`src/rtl/rr_pkg.sv`:
```
package rr_pkg;
  localparam int REC_BYTES  = 36;
  localparam int STAT_BYTES = 2;
  localparam int DATA_BYTES = REC_BYTES - STAT_BYTES;

  typedef enum logic [1:0] {LT_IDLE, LT_WRITE, LT_LIVE} life_st_t;
  typedef enum logic [1:0] {BP_IDLE, BP_DIP, BP_SHOW, BP_WAIT} port_st_t;

  typedef struct packed {
    logic [2:0] rsv;
    logic       vert;
    logic       frm_sync;
    logic       blk_sync;
    logic       corr_ok;
    logic       parity;
  } flag_byte_t;
endpackage

```
`src/rtl/rr_life_timer.sv`:
```
module rr_life_timer
  import rr_pkg::*;
#(
  parameter int WR_CYC    = 245,
  parameter int AVAIL_CYC = 21600,
  parameter int WIN_V_CYC = 32400,
  parameter int WIN_H_CYC = 64800
) (
  input  logic clk,
  input  logic rst_n,
  input  logic rec_strobe,
  input  logic rec_vert,
  input  logic re_fall,
  output logic rec_live,
  output logic new_rec,
  output logic intr_n,
  output logic avail_n
);
  localparam int WMAX = (WIN_H_CYC > WIN_V_CYC) ? WIN_H_CYC : WIN_V_CYC;
  localparam int AMAX = (AVAIL_CYC > WR_CYC) ? AVAIL_CYC : WR_CYC;
  localparam int LIM  = (WMAX > AMAX) ? WMAX : AMAX;
  localparam int TW   = $clog2(LIM + 1);

  life_st_t        st;
  logic [TW-1:0]   cnt;
  logic [TW-1:0]   last_cnt;
  logic            vert_q;
  logic            intr_low;

  // window length picked by the record kind latched at the strobe
  assign last_cnt = vert_q ? TW'(WIN_V_CYC - 1) : TW'(WIN_H_CYC - 1);

  always_ff @(posedge clk) begin
    if (!rst_n) begin
      st       <= LT_IDLE;
      cnt      <= '0;
      vert_q   <= 1'b0;
      intr_low <= 1'b0;
    end else if (rec_strobe) begin
      st       <= LT_WRITE;
      cnt      <= TW'(WR_CYC - 1);
      vert_q   <= rec_vert;
      intr_low <= 1'b0;
    end else begin
      case (st)
        LT_WRITE: begin
          if (cnt == '0) begin
            st       <= LT_LIVE;
            intr_low <= 1'b1;
          end else begin
            cnt <= cnt - 1'b1;
          end
        end
        LT_LIVE: begin
          if (cnt == last_cnt) begin
            st       <= LT_IDLE;
            cnt      <= '0;
            intr_low <= 1'b0;
          end else begin
            cnt <= cnt + 1'b1;
            if (re_fall) intr_low <= 1'b0;
          end
        end
        default: ;
      endcase
    end
  end

  assign rec_live = (st == LT_LIVE);
  assign new_rec  = (st == LT_WRITE) && (cnt == '0) && !rec_strobe;
  assign intr_n   = !intr_low;
  assign avail_n  = !(rec_live && (cnt < TW'(AVAIL_CYC)));


  intr_edge_chk: assert property (@(posedge clk) disable iff (!rst_n)
    $fell(intr_n) |-> rec_live);

  avail_with_intr_chk: assert property (@(posedge clk) disable iff (!rst_n)
    $fell(avail_n) |-> $fell(intr_n));

  intr_on_entry_chk: assert property (@(posedge clk) disable iff (!rst_n)
    $rose(rec_live) |-> !intr_n);
endmodule

```
`src/rtl/rr_vert_seq.sv`:
```
module rr_vert_seq #(
  parameter int BLK_W    = 8,
  parameter int LAST_BLK = 189
) (
  input  logic             clk,
  input  logic             rst_n,
  input  logic             frame_start,
  input  logic             vert_req,
  input  logic             skip_wr,
  input  logic [BLK_W-1:0] skip_blk,
  output logic [BLK_W-1:0] vblk_next,
  output logic [BLK_W-1:0] vblk
);
  localparam logic [BLK_W-1:0] LASTV = BLK_W'(LAST_BLK);

  logic             started;
  logic             pend;
  logic [BLK_W-1:0] pval;
  logic             skip_ok;

  assign skip_ok = skip_wr && (skip_blk <= LASTV);

  always_comb begin
    if (pend)             vblk_next = pval;
    else if (!started)    vblk_next = '0;
    else if (vblk == LASTV) vblk_next = '0;
    else                  vblk_next = vblk + 1'b1;
  end

  always_ff @(posedge clk) begin
    if (!rst_n) begin
      vblk    <= '0;
      started <= 1'b0;
      pend    <= 1'b0;
      pval    <= '0;
    end else begin
      if (vert_req) begin
        vblk    <= vblk_next;
        started <= 1'b1;
        pend    <= 1'b0;
      end
      // a skip landing with a request waits for the following one
      if (skip_ok) begin
        pend <= 1'b1;
        pval <= skip_blk;
      end
      if (frame_start) started <= 1'b0;
    end
  end


  vblk_range_chk: assert property (@(posedge clk) disable iff (!rst_n)
    vblk <= LASTV);

  vblk_step_chk: assert property (@(posedge clk) disable iff (!rst_n)
    (vert_req && !pend && started && !frame_start && vblk != LASTV) |=> vblk == $past(vblk) + 1'b1);

  skip_take_chk: assert property (@(posedge clk) disable iff (!rst_n)
    (vert_req && pend) |=> vblk == $past(pval));
endmodule

```
`src/rtl/rr_byte_port.sv`:
```
module rr_byte_port
  import rr_pkg::*;
#(
  parameter int DIP_CYC = 8,
  parameter int AW      = $clog2(DATA_BYTES)
) (
  input  logic          clk,
  input  logic          rst_n,
  input  logic          re_n,
  input  logic          rec_live,
  input  logic          new_rec,
  input  logic          cap_en,
  input  logic [7:0]    cap_b0,
  input  logic [7:0]    cap_b1,
  input  logic [7:0]    buf_rdata,
  output logic [AW-1:0] buf_addr,
  output logic          re_fall,
  output logic          rdy,
  output logic          byte_ok_n,
  output logic [7:0]    dat
);
  localparam int PW = $clog2(REC_BYTES + 1);
  localparam int DW = $clog2(DIP_CYC + 1);

  port_st_t      ps;
  logic [PW-1:0] ptr;
  logic [DW-1:0] dcnt;
  logic          re_q;
  logic [7:0]    b0_q, b1_q, dq, pick;
  logic          showing;

  assign re_fall  = re_q && !re_n;
  assign buf_addr = (ptr >= PW'(STAT_BYTES)) ? AW'(ptr - PW'(STAT_BYTES)) : '0;

  always_comb begin
    if (ptr == PW'(0))      pick = b0_q;
    else if (ptr == PW'(1)) pick = b1_q;
    else                    pick = buf_rdata;
  end

  always_ff @(posedge clk) begin
    if (!rst_n) begin
      ps   <= BP_IDLE;
      ptr  <= '0;
      dcnt <= '0;
      re_q <= 1'b1;
      b0_q <= '0;
      b1_q <= '0;
      dq   <= '0;
    end else begin
      re_q <= re_n;
      if (cap_en) begin
        b0_q <= cap_b0;
        b1_q <= cap_b1;
      end
      if (new_rec) ptr <= '0;
      case (ps)
        BP_IDLE: begin
          if (re_fall) begin
            if (rec_live && ptr < PW'(REC_BYTES)) begin
              ps   <= BP_DIP;
              dcnt <= DW'(DIP_CYC - 1);
            end else begin
              ps <= BP_WAIT;
            end
          end
        end
        BP_DIP: begin
          if (!rec_live)       ps <= BP_WAIT;
          else if (re_n)       ps <= BP_IDLE;
          else if (dcnt == '0) begin
            ps <= BP_SHOW;
            dq <= pick;
          end else             dcnt <= dcnt - 1'b1;
        end
        BP_SHOW: begin
          if (!rec_live) ps <= BP_WAIT;
          else if (re_n) begin
            ps  <= BP_IDLE;
            ptr <= ptr + 1'b1;
          end
        end
        default: begin
          if (re_n) ps <= BP_IDLE;
        end
      endcase
    end
  end

  assign showing   = (ps == BP_SHOW) && rec_live;
  assign rdy       = (ps != BP_DIP);
  assign byte_ok_n = !showing;
  assign dat       = showing ? dq : 8'h00;


  show_after_dip_chk: assert property (@(posedge clk) disable iff (!rst_n)
    $fell(byte_ok_n) |-> $past(!rdy));

  ptr_bound_chk: assert property (@(posedge clk) disable iff (!rst_n)
    ptr <= PW'(REC_BYTES));

  dip_cancel_chk: assert property (@(posedge clk) disable iff (!rst_n)
    (!rdy && re_n && rec_live) |=> rdy && byte_ok_n);
endmodule

```
`src/rtl/rr_readout_ctrl.sv`:
```
module rr_readout_ctrl
  import rr_pkg::*;
#(
  parameter int BLK_W     = 8,
  parameter int LAST_BLK  = 189,
  parameter int DIP_CYC   = 8,
  parameter int WR_CYC    = 245,
  parameter int AVAIL_CYC = 21600,
  parameter int WIN_V_CYC = 32400,
  parameter int WIN_H_CYC = 64800
) (
  input  logic             clk,
  input  logic             rst_n,
  input  logic             rec_strobe,
  input  logic             rec_vert,
  input  logic [BLK_W-1:0] st_blk,
  input  logic             st_parity,
  input  logic             st_corr_ok,
  input  logic             st_blk_sync,
  input  logic             st_frm_sync,
  input  logic             frame_start,
  input  logic             skip_wr,
  input  logic [BLK_W-1:0] skip_blk,
  output logic [BLK_W-1:0] vblk_sel,
  output logic [5:0]       buf_addr,
  input  logic [7:0]       buf_rdata,
  input  logic             re_n,
  output logic             rdy,
  output logic             byte_ok_n,
  output logic [7:0]       dat,
  output logic             intr_n,
  output logic             avail_n
);
  logic             rec_live, new_rec, re_fall;
  logic [BLK_W-1:0] vblk_next;
  logic [7:0]       cap_b0;
  flag_byte_t       cap_b1;

  assign cap_b0 = 8'(rec_vert ? vblk_next : st_blk);
  always_comb begin
    cap_b1          = '0;
    cap_b1.parity   = st_parity;
    cap_b1.corr_ok  = st_corr_ok;
    cap_b1.blk_sync = st_blk_sync;
    cap_b1.frm_sync = st_frm_sync;
    cap_b1.vert     = rec_vert;
  end

  rr_life_timer #(
    .WR_CYC(WR_CYC), .AVAIL_CYC(AVAIL_CYC),
    .WIN_V_CYC(WIN_V_CYC), .WIN_H_CYC(WIN_H_CYC)
  ) u_life (
    .clk(clk), .rst_n(rst_n), .rec_strobe(rec_strobe), .rec_vert(rec_vert),
    .re_fall(re_fall), .rec_live(rec_live), .new_rec(new_rec),
    .intr_n(intr_n), .avail_n(avail_n)
  );

  rr_vert_seq #(.BLK_W(BLK_W), .LAST_BLK(LAST_BLK)) u_vseq (
    .clk(clk), .rst_n(rst_n), .frame_start(frame_start),
    .vert_req(rec_strobe && rec_vert), .skip_wr(skip_wr), .skip_blk(skip_blk),
    .vblk_next(vblk_next), .vblk(vblk_sel)
  );

  rr_byte_port #(.DIP_CYC(DIP_CYC), .AW(6)) u_port (
    .clk(clk), .rst_n(rst_n), .re_n(re_n), .rec_live(rec_live),
    .new_rec(new_rec), .cap_en(rec_strobe), .cap_b0(cap_b0), .cap_b1(cap_b1),
    .buf_rdata(buf_rdata), .buf_addr(buf_addr), .re_fall(re_fall),
    .rdy(rdy), .byte_ok_n(byte_ok_n), .dat(dat)
  );
endmodule

```
`config.mk`:
```
export PLATFORM = sky130hd
export DESIGN_NAME = rr_readout_ctrl
export DESIGN_NICKNAME = d
export VERILOG_FILES = /design/src/rtl/rr_pkg.sv /design/src/rtl/rr_life_timer.sv /design/src/rtl/rr_vert_seq.sv /design/src/rtl/rr_byte_port.sv /design/src/rtl/rr_readout_ctrl.sv
export SDC_FILE = /design/constraint.sdc
export NUM_CORES = 1
export LEC_CHECK = 0
export ABC_AREA = 1
export BUFFER_PORTS_ARGS = -buffer_cell sky130_fd_sc_hd__buf_2
export CAP_MARGIN = 30
export CORE_ASPECT_RATIO = 1.4
export CORE_MARGIN = 4
export CORE_UTILIZATION = 55
export DETAILED_ROUTE_END_ITERATION = 10
export GPL_TIMING_DRIVEN = 1
export PLACE_DENSITY_LB_ADDON = 0.3
export RECOVER_POWER = 100
export SLEW_MARGIN = 25
export SYNTH_ARGS = -nofsm -noshare
export SYNTH_HDL_FRONTEND = slang
export SYNTH_SLANG_ARGS = --single-unit
```
`constraint.sdc`:
```
create_clock -name clk -period 3.6 [get_ports clk]
set_clock_uncertainty 0.15 [all_clocks]
set_input_delay 0.36 -clock clk [delete_from_list [all_inputs] [get_ports clk]]
set_output_delay 0.36 -clock clk [all_outputs]
set_load 0.05 [all_outputs]
```
# ---- Word-level counts from Yosys, hierarchy flattened
# Cells that the tools add are included.
dict set report totals {
  register_bits 72
  word_cells 122
}
dict set report classes {
  bitwise_logic 2
  add_sub_neg 6
  reduce_logical 31
  order_cmp 4
  n_eq_ne 21
  mux 41
}
# op n
set ops {}
lappend ops {{$mux 8} 8}
lappend ops {{$mux 16} 3}
lappend ops {{$pmux 16 s2} 1}
lappend ops {{$mux 6} 5}
lappend ops {{$mux 4} 5}
lappend ops {{$mux 2} 9}
lappend ops {{$add 16x1->16 const B} 1}
lappend ops {{$eq 16x16->1} 1}
lappend ops {{$logic_not 16->1} 1}
lappend ops {{$lt 16x15->1 const B} 1}
lappend ops {{$sub 16x1->16 const B} 1}
lappend ops {{$ne 2x2->1 const B} 7}
lappend ops {{$ne 3x3->1 const B} 4}
lappend ops {{$reduce_and 3->1} 3}
lappend ops {{$add 8x1->8 const B} 1}
lappend ops {{$eq 8x8->1 const B} 1}
lappend ops {{$le 8x8->1 const B} 1}
lappend ops {{$logic_and 1x1->1} 8}
lappend ops {{$pmux 4 s2} 1}
lappend ops {{$add 6x1->6 const B} 1}
lappend ops {{$eq 6x1->1 const B} 1}
lappend ops {{$ge 6x2->1 const B} 1}
lappend ops {{$logic_not 6->1} 1}
lappend ops {{$lt 6x6->1 const B} 1}
lappend ops {{other kinds (20)} 38}

# ---- Longest topological paths before layout
# Gate-level depths: netlist of run 1.
dict set report logic_depth {
  depth_word 7
  depth_mapped 13
  ltp_nobuf 13
}

# ---- Cells and area by module
# A second synthesis of run 1 with hierarchy kept.
dict set report unflattened {
  cells_unflattened 832
  hier_area_um2 5205.0
}
# module seq_area_each_um2 cells_per_inst n_inst area_per_inst_um2
set modules_own_cells {}
lappend modules_own_cells {rr_life_timer 400.4 355 1 2053.2}
lappend modules_own_cells {rr_byte_port 740.7 288 1 2014.4}
lappend modules_own_cells {rr_vert_seq 360.3 160 1 1021.0}
lappend modules_own_cells {rr_readout_ctrl 0.0 29 1 116.4}

# ---- Least setup slack after synthesis of run 1
# No wires, ideal clock.
dict set report synth_path {
  path_kind {reg-to-output}
  start {reg u_port.ptr[1]}
  end {out buf_addr[3]}
  slack_ns 1.290
  stages_incl_launch_ff 5
  n_path_buf 0
  arrival_time_ns 1.800
  required_ns 3.090
  path_cell_list {dfxtp_1 > inv_1 > ha_1 > or2_2 > a21oi_1}
}
dict set report synth_via {
  elab_chain_cells 2
  elab_cells_between_ends 3
}
# item line_no
set synth_lines {}
lappend synth_lines {{from (decl)} rr_byte_port.sv:26} ;# logic [PW-1:0] ptr;
lappend synth_lines {{from (signal assigned)} rr_byte_port.sv:80} ;# ptr <= ptr + 1'b1;
lappend synth_lines {{$sub 6x2->6 / $ge 6x2->1 (equally long branches)} rr_byte_port.sv:33} ;# assign buf_addr = (ptr >= PW'(STAT_BYTES)) ? AW'(ptr - PW'(STAT_BYTES)) : '0;
lappend synth_lines {{$mux 6 (*)} rr_byte_port.sv:33}
lappend synth_lines {{to (decl)} rr_readout_ctrl.sv:25} ;# output logic [5:0] buf_addr,
# Every way passes the cells marked *; elsewhere a longest branch is shown, timed or not.

# ---- Final worst setup path of run 1
dict set report layout_path {
  start {reg u_life.cnt[0]}
  end {reg u_life.cnt[3]}
}
dict set report layout_via {
  elab_chain_cells 3
  elab_cells_between_ends 9
}
# item line_no
set layout_lines {}
lappend layout_lines {{from (decl)} rr_life_timer.sv:25} ;# logic [TW-1:0] cnt;
lappend layout_lines {{from (signal assigned)} rr_life_timer.sv:41} ;# cnt <= TW'(WR_CYC - 1);
lappend layout_lines {{from (signal assigned)} rr_life_timer.sv:51} ;# cnt <= cnt - 1'b1;
lappend layout_lines {{from (signal assigned)} rr_life_timer.sv:60} ;# cnt <= cnt + 1'b1;
lappend layout_lines {{$add 16x1->16, or another cell as far along} rr_life_timer.sv:60}
lappend layout_lines {{$mux 16, or another cell as far along} rr_life_timer.sv:55} ;# if (cnt == last_cnt) begin
lappend layout_lines {{$pmux 16 s2 / $reduce_and 2->1 (equally long branches)} -}
# Several ways; a longest one is shown, not always the timed one. The select of a mux whose other input is x is not followed.
# A chain may end at the register's enable or synchronous reset.

==> flow_results.org, run 1 <==
** GRT
- The first global-routing pass estimated 20,770 um of wire.
- Global routing usage summed across all routing layers :: a little over a quarter
- The via count of the first global-routing pass was about 4,600.
- Pin count of the biggest net entering global routing :: 37
- The initial antenna violation count came to 0.
- Summed over all layers, the global routing overflow is 0.

** Clock tree
- Post-CTS repair changed the size of 0 cells.
- CTS tree :: yes
- Clock buffer depth :: 2
- The number of clock buffers added by TritonCTS is 9.
- Clock latency at the later pin of the worst-skew pair :: 0.36 ns
- After clock tree synthesis, the clock-pin slew on the worst setup and hold paths is 0.08 ns.
- Htree depth :: 3
- The clock net in this run drives a total of 71 sinks.
- Cell at the root of the clock tree :: sky130_fd_sc_hd__clkbuf_8

** Die
- Chip width :: approximately 85 um
- The floorplan step defined a die boundary enclosing 9787 um^2.
- The initial utilization of the core area, before any placement, comes to a little under three fifths.
- The region available for standard cell placement spans 7893 um^2.
- The die is 115.5 um tall.
- In this run the core area contains 38 standard-cell rows.
- In this run the count of I/O pins placed on the die edge is 61.

** Yosys
- The cell area that synthesis handed to floorplanning was 4537 um^2.
- Post-synth cell types :: 41
- Synthesis produced a netlist whose cell count is 704.
- Synthesis inferred 71 register bits.
- EDFF count, synth :: 0
- Portion of the post-synthesis area used by sequential elements :: between 30% and 40%
- After synthesis, the largest area contributor takes up 31.33% of total cell area.
- Leading register cell type out of synthesis :: sky130_fd_sc_hd__dfxtp_1
- Yosys printed 0 warnings.
- Ranked by total cell area, the synthesized netlist is headed by sky130_fd_sc_hd__dfxtp_1, sky130_fd_sc_hd__nand2_1, sky130_fd_sc_hd__inv_1.
- Post-Syn Nets :: 753
- Of all flip-flops after synthesis, the portion carrying an async set or reset was 0%.
- After synthesis, the mean cell area works out to 6.444 um^2.
- Library cell occupying the most area in the post-synthesis netlist :: sky130_fd_sc_hd__dfxtp_1

** Worst setup path
- Of all nets on the critical path, the largest fanout is 8.
- Worst-path cell with the longest stage delay :: sky130_fd_sc_hd__a21boi_0
- Critical path class :: register to register
- The worst setup path is captured at a register.
- CP Cell Sequence :: inv_1, ha_1, inv_1, nor2_1, nand2_1, nor2_4, nand2_1, a21boi_0, nor2_2, a21oi_1, nor2_1
- The worst register-to-register path has a setup slack of 0.64 ns.
- Worst path max stage delay :: 1.04 ns
- STA puts the critical path data required time at about 3.7 ns.
- Worst Path Arrival :: 3.07 ns
- Startpoint type of the worst setup path :: register

** Power
- In this run the power density over the cells is 386.9 nW/um^2.
- Part of the power in registers :: around 45%
- The internal power of the cells totals 1.360 mW.
- In this run, the clock network consumes 38.3% of the power.
- Net switching is 29.90% of the power.
- Static Leakage :: approximately 2.1 nW
- Of the total power, combinational logic draws roughly 17%.
- In this run the power spent charging and discharging nets is 580.2 uW.
- Across the VDD grid, the largest voltage drop is 269.5 uV.

** STA
- Measured against its own limit, the worst slew margin works out to 13.05%.
- Setup repair after global routing missed its margin :: false
- Hold timing on the final database bottoms out at a slack of ~0.087 ns.
- After layout, the worst path uses around 82% of the clock period.
- In the final timing run, aggregate negative setup slack is 0 ns.
- Setup violations remaining at the end of the flow were counted as 0.
- Timing would allow up to 0.3376 GHz.
- The final hold violation count was 0.
- At the pin with the least slew margin, the transition time is approximately 1.3 ns.
- Slack of the critical path :: between 0.6 and 0.7 ns
- Counting I/O delays and the setup requirement, the final critical path takes 2.962 ns.
- The number of max-slew violations in the final report was 0.

** Final layout
- In the final design database the tool counted 806 nets.
- Leaving out fill and tap cells, the most frequent cell in the layout is sky130_fd_sc_hd__nand2_1.
- Once layout is done, the placed cells without fillers occupy 5015 um^2.
- Layout fillers :: between 700 and 800
- Diode insertion count for antenna repair :: 0
- In the final layout, the multi-input gates occupy 2574 um^2.
- Area growth, synth to finish :: 10.54%
- In the layout the commonest cells are sky130_fd_sc_hd__nand2_1, sky130_fd_sc_hd__inv_1, sky130_fd_sc_hd__dfxtp_1.
- Of the cells placed in the final design, the portion with a size suffix greater than 1 is 10.37%.
- The sequential cells in the finished layout cover a total of 1421 um^2.

** Run
- Maximum Capacitance Violations :: 0

** Routing
- Average detailed-routed wire length per instance :: 14.38 um
- The detail route stage leaves a number of antenna-violating nets equal to 0.
- The detailed router placed around 4,800 vias in this run.
- In the routed layout, each cell is associated on average with a via count of 5.550.
- Post-detailed-routing wire length :: between 10,000 and 15,000 um
- First-pass iteration count of the detailed router :: 5
- Detailed Route Iter0 Violations :: 327
- DRC errors left :: 0

** Placed design
- Once placement finished, the instance area stood at slightly below 5000 um^2.
- Placed wire-length estimate after detailed placement :: about 9200 um
- The count of buffers added on input and output ports is 60.
- Setup Slack @ Placement :: between 1 and 1.5 ns
- Routability-driven placement finished with a final weighted congestion of 0.9394.

** Hold path
- The tightest min-delay check is of the input pin to register type.

** Status
- Result of the run :: finished clean
[path summary, 6_finish.rpt]
path	startpoint	to	cells after the start
min	skip_blk[7]	u_vseq.pval[7]	3
min reg2reg	u_port.b1_q[0]	u_port.b1_q[0]	2
max reg2reg	u_life.cnt[0]	u_life.cnt[3]	11
max	u_life.cnt[0]	u_life.cnt[3]	11
[Yosys cell counts, types with 2 or more instances]
master                     number
sky130_fd_sc_hd__nand2_1      172
sky130_fd_sc_hd__inv_1         91
sky130_fd_sc_hd__dfxtp_1       71
sky130_fd_sc_hd__nor2_1        66
sky130_fd_sc_hd__a21oi_1       59
sky130_fd_sc_hd__o21ai_0       56
sky130_fd_sc_hd__nand3_1       54
sky130_fd_sc_hd__a31oi_1       15
sky130_fd_sc_hd__ha_1          14
sky130_fd_sc_hd__clkbuf_1      10
sky130_fd_sc_hd__o211ai_1       9
sky130_fd_sc_hd__xor2_1         8
sky130_fd_sc_hd__o21ai_1        7
sky130_fd_sc_hd__nand3_2        6
sky130_fd_sc_hd__nor2_2         6
sky130_fd_sc_hd__or2_1          5
sky130_fd_sc_hd__buf_2          4
sky130_fd_sc_hd__buf_6          4
sky130_fd_sc_hd__inv_2          4
sky130_fd_sc_hd__nor3_1         4
sky130_fd_sc_hd__buf_4          3
sky130_fd_sc_hd__clkinv_1       3
sky130_fd_sc_hd__nand2_2        3
sky130_fd_sc_hd__nand2_4        3
sky130_fd_sc_hd__nand4_1        3
sky130_fd_sc_hd__nor2_4         3
sky130_fd_sc_hd__o31ai_1        3
sky130_fd_sc_hd__or2_2          3
sky130_fd_sc_hd__nor3_2         2
sky130_fd_sc_hd__o22ai_1        2
[power by group through the flow]
| stage | Clock [mW] | Combinational [mW] | Sequential [mW] |
|---|---|---|---|
| 3_3_place_gp | 0 | 0.318 | 0.883 |
| 5_1_grt | 0.780 | 0.372 | 0.874 |
| 2_1_floorplan | 0 | 0.264 | 0.868 |
| 3_5_place_dp | 0 | 0.329 | 0.885 |
| 4_1_cts | 0.748 | 0.332 | 0.867 |
| 6_report | 0.744 | 0.327 | 0.869 |
[layout make-up]
| type | instances | share of cell area, % |
|---|---|---|
| Inverter | 98 | 7.335 |
| Multi-Input combinational cell | 513 | 51.32 |
| Clock buffer | 11 | 3.019 |
| Timing Repair Buffer | 64 | 5.888 |
| Clock inverter | 5 | 1.597 |
| Tap cell | 100 | 2.495 |
| Sequential cell | 71 | 28.34 |
[critical path: cells and delay by family, from the launching register on]
kind            cells  cell delay (ns)
compound gates      2             1.23
simple gates        6             0.76
flops               1             0.34
buf+inv             2             0.17
fa+ha+maj           1             0.20
[per-stage QoR]
stage / power, mW / instances / util (%)
2_1_floorplan: 1.132 / 704 / -
3_3_place_gp: 1.201 / 844 / 61.43
3_5_place_dp: 1.214 / 844 / 61.43
4_1_cts: 1.947 / 860 / 64.36
5_1_grt: 2.025 / 862 / 63.54
6_report: 1.940 / 862 / 63.54
[cell families after synthesis]
logic type / share of synthesized area [%]
and+or+nand+nor: 32.63
AOI/OAI and AO/OA: 19.50
buffers and inverters: 10.95
DFF: 31.33
adders and majority gates: 3.861
xor gates and xnor gates: 1.738
[per-layer routing]
layer / wire length (um) / share of wire (%) / global-route usage [%] / vias to the layer above
li1: - / - / - / 2394
met1: 4870 / 39 / 28.36 / 2193
met2: 6384 / 51 / 47.67 / 153
met3: 637 / 5.1 / 4.481 / 44
met4: 505 / 4.1 / 14.47 / 0
met5: 0 / 0 / 0 / -
[flip-flops by register name (all words and copies together) (netlist names)]
register	flops
u_vseq.pend	1
u_port.ptr	6
u_port.b0_q	8
u_life.intr_low	1
u_port.re_q	1
u_port.dcnt	4
u_port.b1_q	4
u_life.cnt	16
u_life.st	2
u_port.ps	2
u_vseq.pval	8
u_port.dq	8
u_vseq.started	1
u_vseq.vblk	8
u_life.vert_q	1
[repair_timing]
item | 4_1_cts | 5_1_grt
hold buffers | 0 | 1
setup buffers | 0 | 0
hold endpoints to repair | 0 | 1
No activity file was read; power rests on OpenSTA's default activity.
==> run 2, diff against run 1 <==
Settings changed: ABC_AREA 1 to 0, CORE_UTILIZATION 55 to 52.
Clock period 3.6 ns to 2.49 ns, I/O delays scaled along.
==> run 2 against run 1 <==
Net effect: the run now ends with max-capacitance violations, max-slew violations left; power rose by 57%; design area rose by 2.4%; largest power group is now clock; setup slack got worse by 0.56 ns; combinational power rose by 18%; sequential power rose by 43%; flip-flop and latch count did not move; maximum frequency rose by 23%.
==> flow_results.org, run 2 <==
** Clock tree
- TritonCTS created 9 clock buffers.
- The H-tree was split into 3 levels.
- Clock buffer depth :: 2
- TritonCTS built the clock tree.
- For this design, the sink count on the clock tree is 71.
- Clock-pin slew was measured on the worst setup and hold paths at 0.06 ns.
- For the worst-skew pair, the clock arrives at the later sink with an insertion delay of approximately 0.33 ns.
- In this run the clock root is driven by a sky130_fd_sc_hd__clkbuf_16.

** Yosys
- In the post-synthesis netlist, the biggest area contributors are sky130_fd_sc_hd__dfxtp_1, sky130_fd_sc_hd__nand2_1, sky130_fd_sc_hd__a21oi_1.
- The Yosys step of the flow raised 0 warnings.
- EDFF count, synth :: 0
- Mean post-synth cell area :: between 7 and 8 um^2
- sky130_fd_sc_hd__dfxtp_1 takes more of the synthesized area than any other cell.
- The most used flip-flop cell after synthesis is sky130_fd_sc_hd__dfxtp_1.
- Synth Cell Area :: 4302 um^2
- Of all flip-flops after synthesis, the portion carrying an async set or reset was 0%.
- Post-synth cell types :: a little over 70
- Synthesis inferred 71 register bits.
- Portion of the post-synthesis area used by sequential elements :: 33.04%
- The commonest cells after synthesis are sky130_fd_sc_hd__dfxtp_1, sky130_fd_sc_hd__nand2_1, sky130_fd_sc_hd__nor2_1.
- Number of instances in the synthesized netlist :: 551
- Leading cell type by number of instances after synthesis :: sky130_fd_sc_hd__dfxtp_1
- In this run the biggest area consumer among cell types represents 33.04% of the synthesized area.
- When the netlist entered floorplanning its net count stood at 600.

** Placed design
- Placed Cells :: 702
- Placer's final routability congestion estimate :: 0.9789
- In this run the tool buffered the top-level ports with 60 buffer cells.
- Prior to clock tree synthesis, the placed netlist has a worst setup slack of 0.09481 ns.
- Placed wire-length estimate after detailed placement :: 8491 um
- Once placement finished, the instance area stood at 4773 um^2.

** Status
- The flow ran to the end, but the final reports show violations.
- Violated checks :: max-capacitance violations, max-slew violations

** Die
- Count of boundary I/O pins :: 61
- Initial core utilization :: ~53%
- Row generation in the floorplan step produced 39 rows.
- Die outline area :: 9812 um^2
- Die boundary height :: around 120 um
- Chip width :: 84.87 um
- The floorplan step defined a core boundary enclosing 8100 um^2.

** Worst setup path
- Critical path class :: register to register
- Setup crit start :: u_life.cnt[11]
- The worst register-to-register path begins at u_life.cnt[11].
- Termination of the worst setup path :: u_port.ptr[3]
- Of all nets on the critical path, the largest fanout is 4.
- WP data required :: 2.55 ns
- The worst setup path is captured at a register.
- Measured in cells, the most critical reg-to-reg path has a length of 6.
- Worst reg-to-reg setup slack :: 0.08 ns
- STA puts the critical path data arrival time at around 2.5 ns.
- Startpoint type of the worst setup path :: register
- Worst r2r dst :: u_port.ptr[3]

** Final layout
- The library cell used most frequently in the layout, excluding fill and tap cells, is sky130_fd_sc_hd__dfxtp_1.
- Fin area :: just over 5000 um^2
- Area taken by multi-input logic gates :: 2694 um^2
- Max FFs per register :: 16
- Area growth, synth to finish :: 19.40%
- Cells fill about 63% of the core in the end.
- Share of post-route cells with drive strength above 1 :: 17.42%
- Nets :: 664
- Registers take 1421 um^2.
- The finished layout holds 722 standard cells, fillers aside.
- Highest-count cells in the layout ignoring fill and taps :: sky130_fd_sc_hd__dfxtp_1, sky130_fd_sc_hd__nand2_1, sky130_fd_sc_hd__nor2_1
- The register with the most flip-flops in the final layout is u_life.cnt.
- Counting the fill cells in the layout gives 753.
- Diode insertion count for antenna repair :: 0

** GRT
- Global routing consumed, over all layers together, 23.93% of the routing resources.
- Wire length of the first global-routing pass :: 19,080 um
- The initial antenna violation count was 0.
- Entering global routing, the biggest net connects 41 pins.
- The via count of the first global-routing pass was 4,066.
- Total grt overflow :: 0

** STA
- After routing, the total negative slack on setup checks comes to 0 ns.
- Relative slew slack :: -4.725%
- For the pin with the worst max-slew slack, the measured transition is 1.571 ns.
- Number of failing setup endpoints in the final timing report :: 0
- Setup slack on the critical path of the routed design comes to between 0.07 and 0.08 ns.
- The worst path uses 96.81% of the clock period.
- The number of max-slew violations in the final report was 41.
- Final Hold Fails :: 0
- Min Tclk post-route :: between 2 and 2.5 ns
- Timing would allow up to slightly above 0.4 GHz.
- Setup repair after global routing left no endpoint under its margin.
- On the final layout, the worst hold slack is 0.02751 ns.

** Routing
- The count of nets left with antenna violations once routing finished came out at 0.
- In the routed design, unresolved DRC markers number 0.
- Average detailed-routed wire length per instance :: 16.47 um
- Via/cell ratio :: a little over 6
- First-pass iteration count of the detailed router :: 5
- The detailed router finished its first iteration with approximately 270 violations.
- Post-detailed-routing wire length :: 11,890 um
- The final route contains 4,361 vias.

** Power
- The design draws 3.050 mW.
- Internal power :: 2.275 mW
- In this run switching power makes up 25.40% of total power.
- For this design the static power due to leakage is just over 2 nW.
- Dividing total power by cell area gives a power density of between 500 and 600 nW/um^2.
- Clk pwr share :: around 47%
- Combinational cells account for 12.7% of the total power.
- Switch Pwr :: ~770 uW
- Part of the power in registers :: 40.8%
- Highest ir drop seen on vdd :: 466.7 uV

** Run
- Across the run, the number of max-cap violations was 1.

** Hold path
- Worst min-delay path class :: input pin to register
run 2: cell types whose count changed in the layout (fill, tap and decap cells not counted), moves of 24 or more:
| cell | previous run | this run |
|---|---|---|
| sky130_fd_sc_hd__inv_1 | 92 | 15 |
| sky130_fd_sc_hd__nor2_1 | 67 | 41 |
| sky130_fd_sc_hd__nand3_1 | 54 | 26 |
| sky130_fd_sc_hd__o21ai_0 | 62 | 35 |
| sky130_fd_sc_hd__a21oi_1 | 60 | 36 |
| sky130_fd_sc_hd__nand2_1 | 174 | 69 |
run 2: worst min path at each step:
stage	cells past startpoint	end	from	slack [ns]
detailed placement	2	u_vseq.started	frame_start	0.27
CTS	3	u_port.b1_q[1]	st_corr_ok	0.02
global placement	2	u_vseq.started	frame_start	0.26
finish	3	u_port.b1_q[1]	st_corr_ok	0.03
global route	3	u_port.b0_q[7]	st_blk[7]	0.05
floorplan	1	u_vseq.started	frame_start	0.18
run 2: kinds of logic after synthesis:
kind of cell	after synthesis	share of synthesized area [%]
buf+inv	53	4.915
fa+ha+maj	14	4.072
xor+xnor	15	3.054
flops	71	33.04
compound gates	159	25.22
mux	14	3.287
simple gates	225	26.41
run 2: critical path, stage by stage, from the launching register on:
cell and delay (ns):
sky130_fd_sc_hd__dfxtp_1 0.32, sky130_fd_sc_hd__or4_4 0.55, sky130_fd_sc_hd__or3b_4 0.43, sky130_fd_sc_hd__or3_4 0.40, sky130_fd_sc_hd__o21a_1 0.22, sky130_fd_sc_hd__o21ai_1 0.13
sky130_fd_sc_hd__a21boi_0 0.09
run 2: final cells by class:
type | count | area share, %
inverters | 16 | 1.169
clock buffers | 11 | 4.921
well taps | 102 | 2.485
multi-input cells | 427 | 52.45
clock inverters | 5 | 1.559
repair buffers | 90 | 9.744
flip-flops and latches | 71 | 27.67
run 2: power by group through the flow:
stage | Sequential (mW) | Clock, mW | Combinational, mW
2_1_floorplan | 1.25 | 0 | 0.267
3_3_place_gp | 1.26 | 0 | 0.366
3_5_place_dp | 1.26 | 0 | 0.375
4_1_cts | 1.24 | 1.44 | 0.380
5_1_grt | 1.25 | 1.48 | 0.423
6_report | 1.24 | 1.42 | 0.386
run 2: timing repair:
action	CTS	global route
resized for setup	0	5
endpoints found under the hold margin	1	0
buffers inserted	0	3
hold buffers	1	0
endpoints found under the setup margin	0	13
run 2: routing by layer:
layer / track usage [%] / vias up / part of all wire (%)
met5: 0 / - / 0
met4: 12.35 / 0 / 4.4
li1: - / 2128 / -
met3: 4.339 / 42 / 5.7
met1: 26.70 / 2025 / 39
met2: 43.23 / 166 / 51
==> run 3, diff against run 2 <==
Settings changed: CTS_BUF_LIST set to sky130_fd_sc_hd__clkbuf_16.
==> run 3 against run 2 <==
Net effect: the run still ends with max-capacitance violations, max-slew violations left; clock power shrank 4%; flip-flop and latch count unchanged; critical path depth unchanged; combinational power hardly changed; die area unchanged; core utilization fell by 0.25 points; critical endpoint unchanged; worst hold slack got worse by 0.0014 ns; via count rose by 0.87%; maximum frequency rose by 0.16%; design area down 0.39%; sequential power about the same.
==> flow_results.org, run 3 (synthesis results as in run 2) <==
** Final layout
- Share of post-route cells with drive strength above 1 :: 17.10%
- Cells fill 63.16% of the core in the end.
- Counting flops per register, the top entry is u_life.cnt.
- Area growth, synth to finish :: 18.94%
- Registers take around 1400 um^2.
- Once layout is complete, the cells apart from fillers number ~720.
- Layout fillers :: 755
- Leaving out fill and tap cells, the most frequent cell in the layout is sky130_fd_sc_hd__dfxtp_1.
- Nets :: 664
- Fin area :: 5116 um^2
- The library cells used most frequently in the layout, excluding fill and tap cells, are sky130_fd_sc_hd__dfxtp_1, sky130_fd_sc_hd__nand2_1, sky130_fd_sc_hd__nor2_1.
- The multi-input combinational cells in the finished layout cover a total of 2694 um^2.
- The register with the most flip-flops in the layout has 16 of them.
- The repair_antennas step left the layout with diodes totalling 0.

** Routing
- Average detailed-routed wire length per instance :: around 16 um
- Via/cell ratio :: 6.093
- Number of nets with antenna violations after detailed routing :: 0
- Vias after detailed routing :: 4,399
- First-pass iteration count of the detailed router :: 5
- Summed over all layers, the routed wires come to 11,860 um.
- In the routed design, unresolved DRC markers number 0.
- Detailed Route Iter0 Violations :: about 270

** STA
- Slack of the critical path :: 0.08328 ns
- Final Hold Fails :: 0
- Pin slew with the least headroom to its limit :: 1.578 ns
- Of the available clock period, the critical path in the final layout requires 96.66%.
- Number of failing setup endpoints in the final timing report :: 0
- In this run the tightest slew margin relative to its limit is -5.172%.
- F_max :: 0.4155 GHz
- Minimum hold slack :: 0.02607 ns
- The routed design could run at a clock period as short as 2.407 ns.
- Setup repair after global routing missed its margin :: false
- Accumulated negative setup slack :: 0 ns
- Final slew viol count :: 41

** Clock tree
- The cell sitting at the root of the clock tree is a sky130_fd_sc_hd__clkbuf_16.
- The clock passes through at most 2 buffers.
- After clock tree synthesis, the clock-pin slew on the worst setup and hold paths is 0.06 ns.
- For the worst-skew pair, the clock arrives at the later sink with an insertion delay of 0.33 ns.
- Htree depth :: 3
- Total CTS buffers :: 9
- The clock net in this run drives a total of a little over 70 sinks.
- TritonCTS built the clock tree.

** GRT
- The via count of the first global-routing pass is between 4,000 and 5,000.
- met2 is the most crowded layer.
- Number of antenna violations at the first check in global routing :: 0
- The first global-routing pass estimated 19,040 um of wire.
- Summed over all layers, the global routing overflow is 0.
- For met1 alone, demand over resource in global routing was between 20% and 30%.
- Global routing used 4.339% of the available met3 tracks.
- Entering global routing, the biggest net connects a little over 40 pins.
- Global routing usage summed across all routing layers :: 23.90%
- In the global route stage, met2 resource usage came out at 43.28%.

** Die
- The core region is 8100 um^2.
- Count of boundary I/O pins :: about 60
- The die is 84.87 um wide.
- Die boundary height :: 115.6 um
- After floorplanning, the core was divided into 39 placement rows.
- The initial utilization of the core area, before any placement, comes to 53.10%.
- The die covers roughly 10000 um^2.

** Hold path
- Worst min-delay path class :: input pin to register
- The worst hold path passes through 3 cells.

** Worst setup path
- Crit-path max FO :: 4
- In this design, the stage delay of the slowest critical-path cell is around 0.55 ns.
- WP data required :: 2.55 ns
- STA puts the critical path data arrival time at between 2 and 2.5 ns.
- Number of buffers and inverters on the critical path :: 0
- Startpoint type of the worst setup path :: register
- For this design, the slowest cell found on the critical path is sky130_fd_sc_hd__or4_4.
- The critical path is of the register to register type.
- Crit path capture type :: register
- CP Cell Sequence :: or4_4, or3b_4, or3_4, o21a_1, o21ai_1, a21boi_0
- The worst register-to-register path has a depth of 6.
- Stages on worst setup path :: 6
- CP delay by family, top :: simple AND/OR/NAND/NOR gates

** Placed design
- Placed wire-length estimate after detailed placement :: 8491 um
- Placer's final routability congestion estimate :: between 0.9 and 1
- Setup Slack @ Placement :: 0.09481 ns
- Placed Cells :: 702
- Total placed instance area :: 4773 um^2
- In this run the tool buffered the top-level ports with 60 buffer cells.

** Status
- The run finished, with violations left.
- The checks that failed: max-capacitance violations, max-slew violations.

** Power
- Highest ir drop seen on vdd :: around 470 uV
- Power density cells :: 584.4 nW/um^2
- The analysis attributes to cell leakage a power of 2.038 nW.
- Total power :: 2.990 mW

** Run
- Max-cap violations in this run came to 1.
## run 3: worst register-to-register path, cell delays in order (launching register included)
cell	delay, ns
sky130_fd_sc_hd__dfxtp_1	0.32
sky130_fd_sc_hd__or4_4	0.55
sky130_fd_sc_hd__or3b_4	0.43
sky130_fd_sc_hd__or3_4	0.40
sky130_fd_sc_hd__o21a_1	0.22
sky130_fd_sc_hd__o21ai_1	0.14
sky130_fd_sc_hd__a21boi_0	0.09
## run 3: repair_timing
item                       in CTS  in global routing
setup buffers                   0                  3
hold buffers                    1                  0
hold endpoints to repair        1                  0
setup endpoints to repair       0                 13
gates resized for setup         0                  5
## run 3: power breakdown
part,total (mW),switching [mW],internal (mW)
logic,0.386,0.222,0.164
clock network,1.36,0.492,0.868
registers,1.24,0.0626,1.18
total,2.99,0.776,2.21
## run 3: path summary, 6_finish.rpt
path	start	to	slack, ns
worst min register to register	u_port.dq[1]	u_port.dq[1]	0.33
worst min-delay path	st_blk[7]	u_port.b0_q[7]	0.03
worst max-delay path	u_life.cnt[11]	u_port.ptr[3]	0.08
worst max register to register	u_life.cnt[11]	u_port.ptr[3]	0.08
## run 3: cell type report
cell class	instances	area share, %
clock inverters	7	1.712
inverters	16	1.174
flip-flops and latches	71	27.78
well taps	102	2.494
repair buffers	90	9.782
multi-input cells	427	52.65
clock buffers	9	4.402
## run 3: metal layers
| metal | routed length, um | part of all wire [%] |
|---|---|---|
| met1 | 4608 | 39 |
| met5 | 0 | 0 |
| met2 | 6090 | 51 |
| met3 | 658 | 5.5 |
| met4 | 502 | 4.2 |
